==> config.mk <==
export PLATFORM = sky130hd
export DESIGN_NAME = fuse_pair_top
export DESIGN_NICKNAME = d
export VERILOG_FILES = /design/src/rtl/fuse_pkg.sv /design/src/rtl/fuse_arith_rules.sv /design/src/rtl/fuse_imm_rules.sv /design/src/rtl/fuse_pair_top.sv
export SDC_FILE = /design/constraint.sdc
export NUM_CORES = 1
export LEC_CHECK = 0
export CAP_MARGIN = 20
export CORE_MARGIN = 3
export CORE_UTILIZATION = 56
export DETAILED_ROUTE_END_ITERATION = 8
export MAX_ROUTING_LAYER = met4
export PLACE_DENSITY_LB_ADDON = 0.08
export SYNTH_ARGS = -nofsm -noshare
export SYNTH_HDL_FRONTEND = slang
export SYNTH_HIERARCHICAL = 1
export SYNTH_SLANG_ARGS = --single-unit
==> constraint.sdc <==
create_clock -name clk -period 10.8 [get_ports clk]
set_input_delay 1.62 -clock clk [delete_from_list [all_inputs] [get_ports clk]]
set_output_delay 1.62 -clock clk [all_outputs]
set_load 0.05 [all_outputs]
==> src/rtl/fuse_pkg.sv <==
package fuse_pkg;

    localparam int REG_W  = 5;
    localparam int IMM_W  = 32;
    localparam int OP_W   = 5;
    localparam int LEN_W  = 4;
    localparam int RA_IDX = 1;

    typedef enum logic [OP_W-1:0] {
        OP_OTHER     = 5'd0,
        OP_LUI       = 5'd1,
        OP_AUIPC     = 5'd2,
        OP_ADDI      = 5'd3,
        OP_ADDIW     = 5'd4,
        OP_JALR      = 5'd5,
        OP_SUB       = 5'd6,
        OP_SLTU      = 5'd7,
        OP_MUL       = 5'd8,
        OP_MULH      = 5'd9,
        OP_MULHU     = 5'd10,
        OP_MULHSU    = 5'd11,
        OP_DIV       = 5'd12,
        OP_DIVU      = 5'd13,
        OP_REM       = 5'd14,
        OP_REMU      = 5'd15,
        FU_MULW_S    = 5'd16,
        FU_MULW_U    = 5'd17,
        FU_MULW_SU   = 5'd18,
        FU_DIVW_S    = 5'd19,
        FU_DIVW_U    = 5'd20,
        FU_LDIMM     = 5'd21,
        FU_JMP_ABS   = 5'd22,
        FU_JMP_REL   = 5'd23,
        FU_SUB_BORROW = 5'd24
    } op_e;

    typedef struct packed {
        op_e                     op;
        logic [REG_W-1:0]        rd;
        logic [REG_W-1:0]        rs1;
        logic [REG_W-1:0]        rs2;
        logic signed [IMM_W-1:0] imm;
        logic                    len4;
    } insn_t;

    typedef struct packed {
        op_e                     op;
        logic [REG_W-1:0]        rd;
        logic [REG_W-1:0]        rd2;
        logic [REG_W-1:0]        rs1;
        logic [REG_W-1:0]        rs2;
        logic signed [IMM_W-1:0] imm;
    } res_t;

    typedef struct packed {
        logic signed [IMM_W-1:0] sum;
        logic                    ovf;
    } sadd_t;

    function automatic sadd_t sadd(input logic signed [IMM_W-1:0] a,
                                   input logic signed [IMM_W-1:0] b);
        sadd_t r;
        r.sum = a + b;
        r.ovf = (a[IMM_W-1] == b[IMM_W-1]) && (r.sum[IMM_W-1] != a[IMM_W-1]);
        return r;
    endfunction

    function automatic logic [LEN_W-1:0] len_bytes(input logic len4);
        return len4 ? LEN_W'(4) : LEN_W'(2);
    endfunction

    function automatic logic is_fused(input op_e o);
        return o >= FU_MULW_S;
    endfunction

    function automatic logic is_wide_arith(input op_e o);
        return (o >= FU_MULW_S) && (o <= FU_DIVW_U);
    endfunction

endpackage

==> src/rtl/fuse_arith_rules.sv <==
module fuse_arith_rules
    import fuse_pkg::*;
(
    input  insn_t h,
    input  insn_t n,
    input  logic  strict,
    output logic  hit,
    output res_t  res
);

    logic srcs_shared;
    logic head_rd_free;
    logic dests_apart;
    logic pair_regs_ok;

    assign srcs_shared  = (n.rs1 == h.rs1) && (n.rs2 == h.rs2);
    assign head_rd_free = (h.rd != h.rs1) && (h.rd != h.rs2);
    assign dests_apart  = (n.rd != h.rd);
    assign pair_regs_ok = srcs_shared && head_rd_free && dests_apart;

    always_comb begin
        hit     = 1'b0;
        res     = '0;
        res.op  = OP_OTHER;
        res.rd  = h.rd;
        res.rd2 = n.rd;
        res.rs1 = h.rs1;
        res.rs2 = h.rs2;
        unique case (h.op)
            OP_MULH: if (n.op == OP_MUL && pair_regs_ok) begin
                hit    = 1'b1;
                res.op = FU_MULW_S;
            end
            OP_MULHU: if (n.op == OP_MUL && pair_regs_ok) begin
                hit    = 1'b1;
                res.op = FU_MULW_U;
            end
            OP_MULHSU: if (n.op == OP_MUL && pair_regs_ok) begin
                hit    = 1'b1;
                res.op = FU_MULW_SU;
            end
            OP_DIV: if (n.op == OP_REM && pair_regs_ok) begin
                hit    = 1'b1;
                res.op = FU_DIVW_S;
            end
            OP_DIVU: if (n.op == OP_REMU && pair_regs_ok) begin
                hit    = 1'b1;
                res.op = FU_DIVW_U;
            end
            OP_SUB: if (strict && n.op == OP_SLTU && srcs_shared && head_rd_free) begin
                hit    = 1'b1;
                res.op = FU_SUB_BORROW;
            end
            default: hit = 1'b0;
        endcase
    end

endmodule

==> src/rtl/fuse_imm_rules.sv <==
module fuse_imm_rules
    import fuse_pkg::*;
#(
    parameter int PC_W = 64
) (
    input  insn_t             h,
    input  insn_t             n,
    input  logic              strict,
    input  logic [PC_W-1:0]   pc,
    output logic              hit,
    output res_t              res
);

    logic pc_fits;
    logic signed [IMM_W-1:0] pc_lo;

    generate
        if (PC_W > IMM_W) begin : g_wide_pc
            logic [PC_W-IMM_W:0] pc_top;
            assign pc_top  = pc[PC_W-1:IMM_W-1];
            assign pc_fits = (&pc_top) || (~|pc_top);
            assign pc_lo   = pc[IMM_W-1:0];
        end else begin : g_narrow_pc
            assign pc_fits = 1'b1;
            assign pc_lo   = IMM_W'(signed'(pc));
        end
    endgenerate

    sadd_t s_pair;
    sadd_t s_pc;
    sadd_t s_all;

    assign s_pair = sadd(h.imm, n.imm);
    assign s_pc   = sadd(pc_lo, h.imm);
    assign s_all  = sadd(s_pc.sum, n.imm);

    logic link_ok;
    logic addiw_ok;
    logic addi_ok;

    assign link_ok  = (n.op == OP_JALR) && (n.rs1 == h.rd) && (n.rd == REG_W'(RA_IDX))
                    && (!strict || n.rs1 == REG_W'(RA_IDX));
    assign addiw_ok = (n.op == OP_ADDIW) && (n.rs1 == h.rd) && (n.rd == h.rd);
    assign addi_ok  = strict && (n.op == OP_ADDI) && (n.rs1 == h.rd) && (n.rd == h.rd)
                    && pc_fits && !s_pc.ovf && !s_all.ovf;

    always_comb begin
        hit     = 1'b0;
        res     = '0;
        res.op  = OP_OTHER;
        unique case (h.op)
            OP_LUI: begin
                if (addiw_ok) begin
                    hit     = 1'b1;
                    res.op  = FU_LDIMM;
                    res.rd  = h.rd;
                    res.imm = s_pair.sum;
                end else if (link_ok) begin
                    hit     = 1'b1;
                    res.op  = FU_JMP_ABS;
                    res.rd  = REG_W'(RA_IDX);
                    res.imm = s_pair.sum;
                end
            end
            OP_AUIPC: begin
                if (link_ok && !(strict && s_pair.ovf)) begin
                    hit     = 1'b1;
                    res.op  = FU_JMP_REL;
                    res.rd  = REG_W'(RA_IDX);
                    res.imm = s_pair.sum;
                end else if (addi_ok) begin
                    hit     = 1'b1;
                    res.op  = FU_LDIMM;
                    res.rd  = h.rd;
                    res.imm = s_all.sum;
                end
            end
            default: hit = 1'b0;
        endcase
    end

endmodule

==> src/rtl/fuse_pair_top.sv <==
module fuse_pair_top
    import fuse_pkg::*;
#(
    parameter int PC_W       = 64,
    parameter int VER_W      = 2,
    parameter int STRICT_VER = 2
) (
    input  logic                clk,
    input  logic                rst,
    input  logic                in_valid,
    input  logic [VER_W-1:0]    version,
    input  logic [PC_W-1:0]     pc,
    input  logic [OP_W-1:0]     h_op,
    input  logic [REG_W-1:0]    h_rd,
    input  logic [REG_W-1:0]    h_rs1,
    input  logic [REG_W-1:0]    h_rs2,
    input  logic [IMM_W-1:0]    h_imm,
    input  logic                h_len4,
    input  logic                n_valid,
    input  logic [OP_W-1:0]     n_op,
    input  logic [REG_W-1:0]    n_rd,
    input  logic [REG_W-1:0]    n_rs1,
    input  logic [REG_W-1:0]    n_rs2,
    input  logic [IMM_W-1:0]    n_imm,
    input  logic                n_len4,
    output logic                out_valid,
    output logic [OP_W-1:0]     out_op,
    output logic [REG_W-1:0]    out_rd,
    output logic [REG_W-1:0]    out_rd2,
    output logic [REG_W-1:0]    out_rs1,
    output logic [REG_W-1:0]    out_rs2,
    output logic [IMM_W-1:0]    out_imm,
    output logic [LEN_W-1:0]    out_len
);

    insn_t head;
    insn_t nxt;
    logic  strict;

    assign head   = '{op: op_e'(h_op), rd: h_rd, rs1: h_rs1, rs2: h_rs2, imm: h_imm, len4: h_len4};
    assign nxt    = '{op: op_e'(n_op), rd: n_rd, rs1: n_rs1, rs2: n_rs2, imm: n_imm, len4: n_len4};
    assign strict = (version >= VER_W'(STRICT_VER));

    logic a_hit;
    logic i_hit;
    res_t a_res;
    res_t i_res;

    fuse_arith_rules u_arith (
        .h      (head),
        .n      (nxt),
        .strict (strict),
        .hit    (a_hit),
        .res    (a_res)
    );

    fuse_imm_rules #(.PC_W(PC_W)) u_imm (
        .h      (head),
        .n      (nxt),
        .strict (strict),
        .pc     (pc),
        .hit    (i_hit),
        .res    (i_res)
    );

    res_t             pick;
    logic [LEN_W-1:0] pick_len;

    always_comb begin
        pick     = '{op: head.op, rd: head.rd, rd2: '0, rs1: head.rs1, rs2: head.rs2, imm: head.imm};
        pick_len = len_bytes(head.len4);
        if (n_valid && a_hit) begin
            pick     = a_res;
            pick_len = len_bytes(head.len4) + len_bytes(nxt.len4);
        end else if (n_valid && i_hit) begin
            pick     = i_res;
            pick_len = len_bytes(head.len4) + len_bytes(nxt.len4);
        end
    end

    always_ff @(posedge clk) begin
        if (rst) begin
            out_valid <= 1'b0;
            out_op    <= '0;
            out_rd    <= '0;
            out_rd2   <= '0;
            out_rs1   <= '0;
            out_rs2   <= '0;
            out_imm   <= '0;
            out_len   <= '0;
        end else begin
            out_valid <= in_valid;
            if (in_valid) begin
                out_op  <= pick.op;
                out_rd  <= pick.rd;
                out_rd2 <= pick.rd2;
                out_rs1 <= pick.rs1;
                out_rs2 <= pick.rs2;
                out_imm <= pick.imm;
                out_len <= pick_len;
            end
        end
    end

    // valid follows the input one edge later; fields hold when idle
    p_valid_follow_r2: assert property (@(posedge clk) disable iff (rst)
        in_valid |=> out_valid);
    p_idle_follow_r2: assert property (@(posedge clk) disable iff (rst)
        !in_valid |=> (!out_valid && $stable(out_op) && $stable(out_imm) && $stable(out_len)));

    // fused results span two instructions, pass-through spans one
    p_fused_len_r10: assert property (@(posedge clk) disable iff (rst)
        (out_valid && is_fused(op_e'(out_op))) |-> (out_len >= 4 && out_len <= 8 && !out_len[0]));
    p_pass_len_r12: assert property (@(posedge clk) disable iff (rst)
        (out_valid && !is_fused(op_e'(out_op))) |-> (out_len == 2 || out_len == 4));

    // wide results never alias their destinations onto sources
    p_wide_alias_r3: assert property (@(posedge clk) disable iff (rst)
        (out_valid && is_wide_arith(op_e'(out_op)))
            |-> (out_rd != out_rs1 && out_rd != out_rs2 && out_rd != out_rd2));

    // borrow form keeps the difference apart from its operands
    p_borrow_alias_r9: assert property (@(posedge clk) disable iff (rst)
        (out_valid && out_op == OP_W'(FU_SUB_BORROW))
            |-> (out_rd != out_rs1 && out_rd != out_rs2));

    // both jump forms link through the return-address register
    p_jump_link_r6: assert property (@(posedge clk) disable iff (rst)
        (out_valid && (out_op == OP_W'(FU_JMP_ABS) || out_op == OP_W'(FU_JMP_REL)))
            |-> (out_rd == REG_W'(RA_IDX) && out_rd2 == '0));

endmodule

# Word level (Yosys, flattened, before mapping)
# Cells that the tools add are included.
# word_totals
word_cells	114
ram_bits	0
latchBits	0
memories	0
romBits	0
regBits	62
# classes
order_cmp	1
n_reduce_logical	38
bitwise_logic	0
shifts	0
mul	0
div	0
n_eq_ne	30
mux	33
n_addsub	4
# op_table
operator	n
two-way mux 32 bit	4
two-way mux 57 bit	2
adder 32 bit	3
case mux 32 bit (2 select lines)	1
equality test 5 x 4 -> 1 bit (second input constant)	8
two-way mux 10 bit	4
AND reduction 33 bit	1
OR reduction 33 bit	1
two-way mux 5 bit	6
case mux 5 bit (6 select lines)	1
logical AND 1 bit	28
equality test 5 x 3 -> 1 bit (second input constant)	4
equality test 5 bit	4
case mux 10 bit (2 select lines)	1
equality test 5 x 1 -> 1 bit (second input constant)	3
!= test 5 bit	3
equality test 5 x 2 -> 1 bit (second input constant)	2
two-way mux 1 bit	8
two-way mux 4 bit	2
two-way mux 3 bit	2
logical NOT 1 bit	5
adder 3 x 3 -> 4 bit	1
case mux 1 bit (4 select lines)	1
equality test 1 bit	3
5 further kinds	8

# Depth between registers and ports, before layout
# logic_depth
depth_word	13
mapped_depth	30

# Cells and area by module
# Netlist, hierarchy kept.
# by_module_without_submodules
module	cells_each	n_inst	seq_area_each_um2	area_per_inst_um2
fuse_imm_rules	793	1	0.0	5670.4
fuse_pair_top	413	1	1221.2	3405.8
fuse_arith_rules	115	1	0.0	864.6

# Worst setup path before layout
# Ideal clock, no wire load.
# synth_timing
path_type	input port to flip-flop
startpoint	input port pc[0]
endpoint	register out_imm[25]
stages	30
arrival_ns	6.867
path_slack_ns	3.802
setup_ns	0.130
path_buffers	4
cell_sequence	ha_1 > inv_1 > fa_1 > nor2b_1 > o21ai_0 > a21oi_1 > o211a_1 > a31oi_1 > o21bai_1 > a21oi_1 > o21bai_1 > a21oi_1 > xnor2_1 > ha_1 > a21o_1 > or3_1 > a31oi_1 > o31ai_1 > a221oi_1 > nand3_1 > o221ai_2 > and4b_1 > buf_4 > or2_2 > buf_2 > and4bb_1 > buf_6 > buf_6 > a32oi_1 > o22ai_1
# synth_between
elab_chain_len	12
word_cells_on_any_way	20
# synth_lines
element	line	source
start: declaration	fuse_pair_top.sv:12	input logic [PC_W-1:0] pc,
adder 32 bit (*)	fuse_pkg.sv:63	r.sum = a + b;
adder 32 bit or != test 1 bit (tied branches)	fuse_pkg.sv:63, fuse_pkg.sv:64	
!= test 1 bit or logical AND 1 bit (tied branches)	fuse_pkg.sv:64	r.ovf = (a[IMM_W-1] == b[IMM_W-1]) && (r.sum[IMM_W-1] != a[IMM_W-1]);
logical AND 1 bit or logical NOT 1 bit (tied branches)	fuse_pkg.sv:64, fuse_imm_rules.sv:45	
logical NOT 1 bit or logical AND 1 bit (tied branches)	fuse_imm_rules.sv:45	&& pc_fits && !s_pc.ovf && !s_all.ovf;
logical AND 1 bit (*)	fuse_imm_rules.sv:45	
two-way mux 1 bit (*)	fuse_imm_rules.sv:71	end else if (addi_ok) begin
two-way mux 1 bit (*)	fuse_imm_rules.sv:66	if (link_ok && !(strict && s_pair.ovf)) begin
case mux 1 bit (2 select lines) (*)	fuse_imm_rules.sv:51	unique case (h.op)
via i_hit	fuse_pair_top.sv:45	logic i_hit;
logical AND 1 bit (*)	fuse_pair_top.sv:75	end else if (n_valid && i_hit) begin
two-way mux 57 bit (*)	fuse_pair_top.sv:75	
two-way mux 57 bit (*)	fuse_pair_top.sv:72	if (n_valid && a_hit) begin
end signal: assignment	fuse_pair_top.sv:99	out_imm <= pick.imm;
end: declaration	fuse_pair_top.sv:32	output logic [IMM_W-1:0] out_imm,
# Mark *: on every way through the listed nets, which the timed path passes. The rest lies on a longest branch.
# A chain may end at the register's enable or synchronous reset.

# Worst setup path after layout
# layout_timing
startpoint	input port h_imm[0]
endpoint	register out_imm[19]
# layout_between
elab_chain_len	12
word_cells_on_any_way	28
# layout_lines
element	line	source
start: declaration	fuse_pair_top.sv:17	input logic [IMM_W-1:0] h_imm,
adder 32 bit	fuse_pkg.sv:63	
adder 32 bit or != test 1 bit (tied branches)	fuse_pkg.sv:63, fuse_pkg.sv:64	
!= test 1 bit or logical AND 1 bit (tied branches)	fuse_pkg.sv:64	
logical AND 1 bit or logical NOT 1 bit (tied branches)	fuse_pkg.sv:64, fuse_imm_rules.sv:45	
logical NOT 1 bit or logical AND 1 bit (tied branches)	fuse_imm_rules.sv:45	
logical AND 1 bit	fuse_imm_rules.sv:45	
two-way mux 1 bit	fuse_imm_rules.sv:71	
two-way mux 1 bit (*)	fuse_imm_rules.sv:66	
case mux 1 bit (2 select lines) (*)	fuse_imm_rules.sv:51	
via i_hit	fuse_pair_top.sv:45	
logical AND 1 bit (*)	fuse_pair_top.sv:75	
two-way mux 57 bit (*)	fuse_pair_top.sv:75	
two-way mux 57 bit (*)	fuse_pair_top.sv:72	
# Marks and branches as above.

==> flow_summary.yaml <==
outcome:
  outcome: "finished, final reports clean"
floorplan:
  coreArea_sq_um: 17400
  io-pin-count: 238
  initial_core_util_pct: 57.3
  die_y_um: 139
  die_w_um: 139
  row_count: 48
  die_area_sq_um: 19400
placement:
  placedCellCount: 1692
  io_buffers: 235
  gp_congestion: 0.979
  dp_hpwl_um: 24000
  pre_cts_slack_ns: 1.65
synthesis:
  synth_area_per_cell_sq_um: 7.53
  yosys.area_share.adder_pct: 12.8
  yosysTopAreaCell: "dfxtp_1"
  synth_compound_area_share_pct: 33.4
  syn_inst: 1321
  synth-seq-area-share_pct: 12.3
  synth_edf_count: 0
  netlist.area_leader.share_pct: 12.3
  synthArstFlopShare_pct: 0
  synthSimpleGateAreaFrac_pct: 20.5
  synth_warnings: 6
  synth.area.mux_share_pct: 0.101
  synth_area_sq_um: 9940
  synthXorXnorAreaFrac_pct: 10.6
  ys_ff_latch: 61
  ys_types: 77
  synthTopCellsByCount: "nor2_1 (112), ha_1 (97), xnor2_1 (86), a21oi_1 (78), buf_4 (74)"
  synth_top_family_by_area: "compound AO/OA/AOI/OAI gates"
  ys.flop_type: "dfxtp_1"
  synth.most_common_cell: "nor2_1"
  synthTopCellsByArea: "dfxtp_1 (12%), ha_1 (12%), xnor2_1 (7.6%)"
final_layout:
  nets: 1754
  nFillCells: 1506
  area_growth_pct: 22.7
  n_antenna_cell: 0
  final_layout_size_suffix_gt1_share_pct: 3.03
  final-instance-count-excl-fill: 1708
  fin_util_pct: 70.3
route:
  vias: 10700
  wl_per_cell_um: 18.0
  wirelength_um: 30700
  avgViaCountPerCell: 6.24
  drtAntennaViolNets: 0
  drt-pass1-iter-count: 6
  drcViolationCount: 0
  first_iter_violations: 913
sta:
  setup_viol: 0
  relSlewSlack_pct: 36.1
  finalCritPeriodShare_pct: 83.4
  timing.fmax_mhz: 111
  setup_tns_ns: 0
  period_minus_slack_ns: 9.01
  worst_pin_slew_ns: 0.958
  drv_slew: 0
  rsz0062_at_grt: "false"
  worst_slack_ns: 1.79
  fin_skew_ns: 0
  hold_viol: 0
global_route:
  antenna_found_initial: 0
  grt_pass1_vias: 9726
  grt_use_total_pct: 30.5
  grt_pass1_wl_um: 48500
  grt_start_max_net_pins: 111
  grt_overflow: 0
worst_setup_path:
  critPathBufInv: 4
  path_delay_family: "compound AO/OA/AOI/OAI gates"
  crit_type: "primary input to register"
  start_kind: "primary input"
  cp.arrival_ns: 9.27
  cpMaxStageDelayCell: "and4bb_2"
  cp_max_fo: 34
  critPathMaxStageDelay_ns: 0.76
  end_kind: "register"
  required_ns: 11.06
clock_tree:
  cts_inserted_buffers: 9
  clock_tree.buffer_depth: 2
  clkTransAtPathRegs_ns: 0.05
  cts-root-buf: "clkbuf_16"
  cts_tree: "done"
  hold_buffers: 0
  htreeDepth: 3
  post-cts-setup-buffers: 0
  worstSkewPairLatency_ns: 0.33
  cts.sinks: 61
  cts_resized: 0
min_path:
  hp-class: "register to register"
power:
  power.total_w: 0.00129
  p_leak_nw: 4.74
  p_per_area_nw_per_um2: 106
  peakVddDrop_uv: 93.6
run:
  maxCapViolCount: 0
## registers in the layout, summed over array words and instances, names as in the netlist
signal,cells
out_rd2,5
out_valid,1
out_rd,5
out_imm,32
out_op,5
out_len,3
out_rs2,5
out_rs1,5
## through the flow
stage | cell area (sq um) | hold slack (ns)
floorplan | 10100 | 0.690
global placement | 11900 | 0.458
detailed placement | 11900 | 0.470
finish | 12200 | 0.483
CTS | 12200 | 0.479
global route | 12200 | 0.500
## layout make-up
class	instances	area (sq um)	share of cell area (%)
clock buffer	11	233	1.91
clock inverter	5	75.1	0.615
inverter	26	97.6	0.800
multi-input combinational	1136	7880	64.6
sequential	61	1220	10.0
tap	225	282	2.31
timing repair buffer	244	2410	19.8
## worst paths after layout
| kind | cells after the start | start | to | slack [ns] |
|---|---|---|---|---|
| min reg2reg | 2 | out_len[3]$_SDFFE_PP0P_ | out_len[3]$_SDFFE_PP0P_ | 0.48 |
| min | 2 | out_len[3]$_SDFFE_PP0P_ | out_len[3]$_SDFFE_PP0P_ | 0.48 |
| max | 29 | h_imm[0] | out_imm[19]$_SDFFE_PP0P_ | 1.79 |
| max reg2reg | 3 | out_imm[8]$_SDFFE_PP0P_ | out_imm[8]$_SDFFE_PP0P_ | 9.87 |
## placed cells by master, fill, tap and decap left out, drive strengths merged, types with 6 or more instances in the layout
master	n
clkdlybuf4s50	233
nor2	112
ha	97
xnor2	86
a21oi	78
a31oi	65
dfxtp	61
o21ai	58
nor2b	57
nand2	54
a32oi	53
o22ai	53
conb	49
a21o	38
xor2	34
a22o	30
nand3	26
inv	25
nand4	23
nor4	19
o21bai	18
o21a	17
nor3	16
nand2b	15
a211oi	13
and3	11
buf	11
clkbuf	11
and2	9
and2b	8
nand3b	8
a311oi	7
o211ai	7
a211o	6
or4	6
## cells by family (layout without fill, tap and decap cells)
family,after synthesis,after routing
other cells,3,49
fa+ha+maj,100,100
mux,1,1
compound gates,480,480
flops,61,61
xor+xnor,120,120
buf+inv,170,286
simple gates,386,386
## report_power, final
group | internal, W | switching (W)
registers | 0.000241 | 0.0000119
clock network | 0.000201 | 0.000104
logic | 0.000317 | 0.000414
## per-layer routing
metal / part of all wire, % / GRT usage, %
met5: 0 / -
met4: 2.0 / 8.14
met3: 6.5 / 2.65
met2: 46 / 48.8
met1: 45 / 41.7
## tightest hold or removal path: stages, from the launching register on
cell and delay, ns:
dfxtp_1 0.31, nand2b_1 0.07, a21oi_1 0.05
Power figures use the tool's default switching activity.
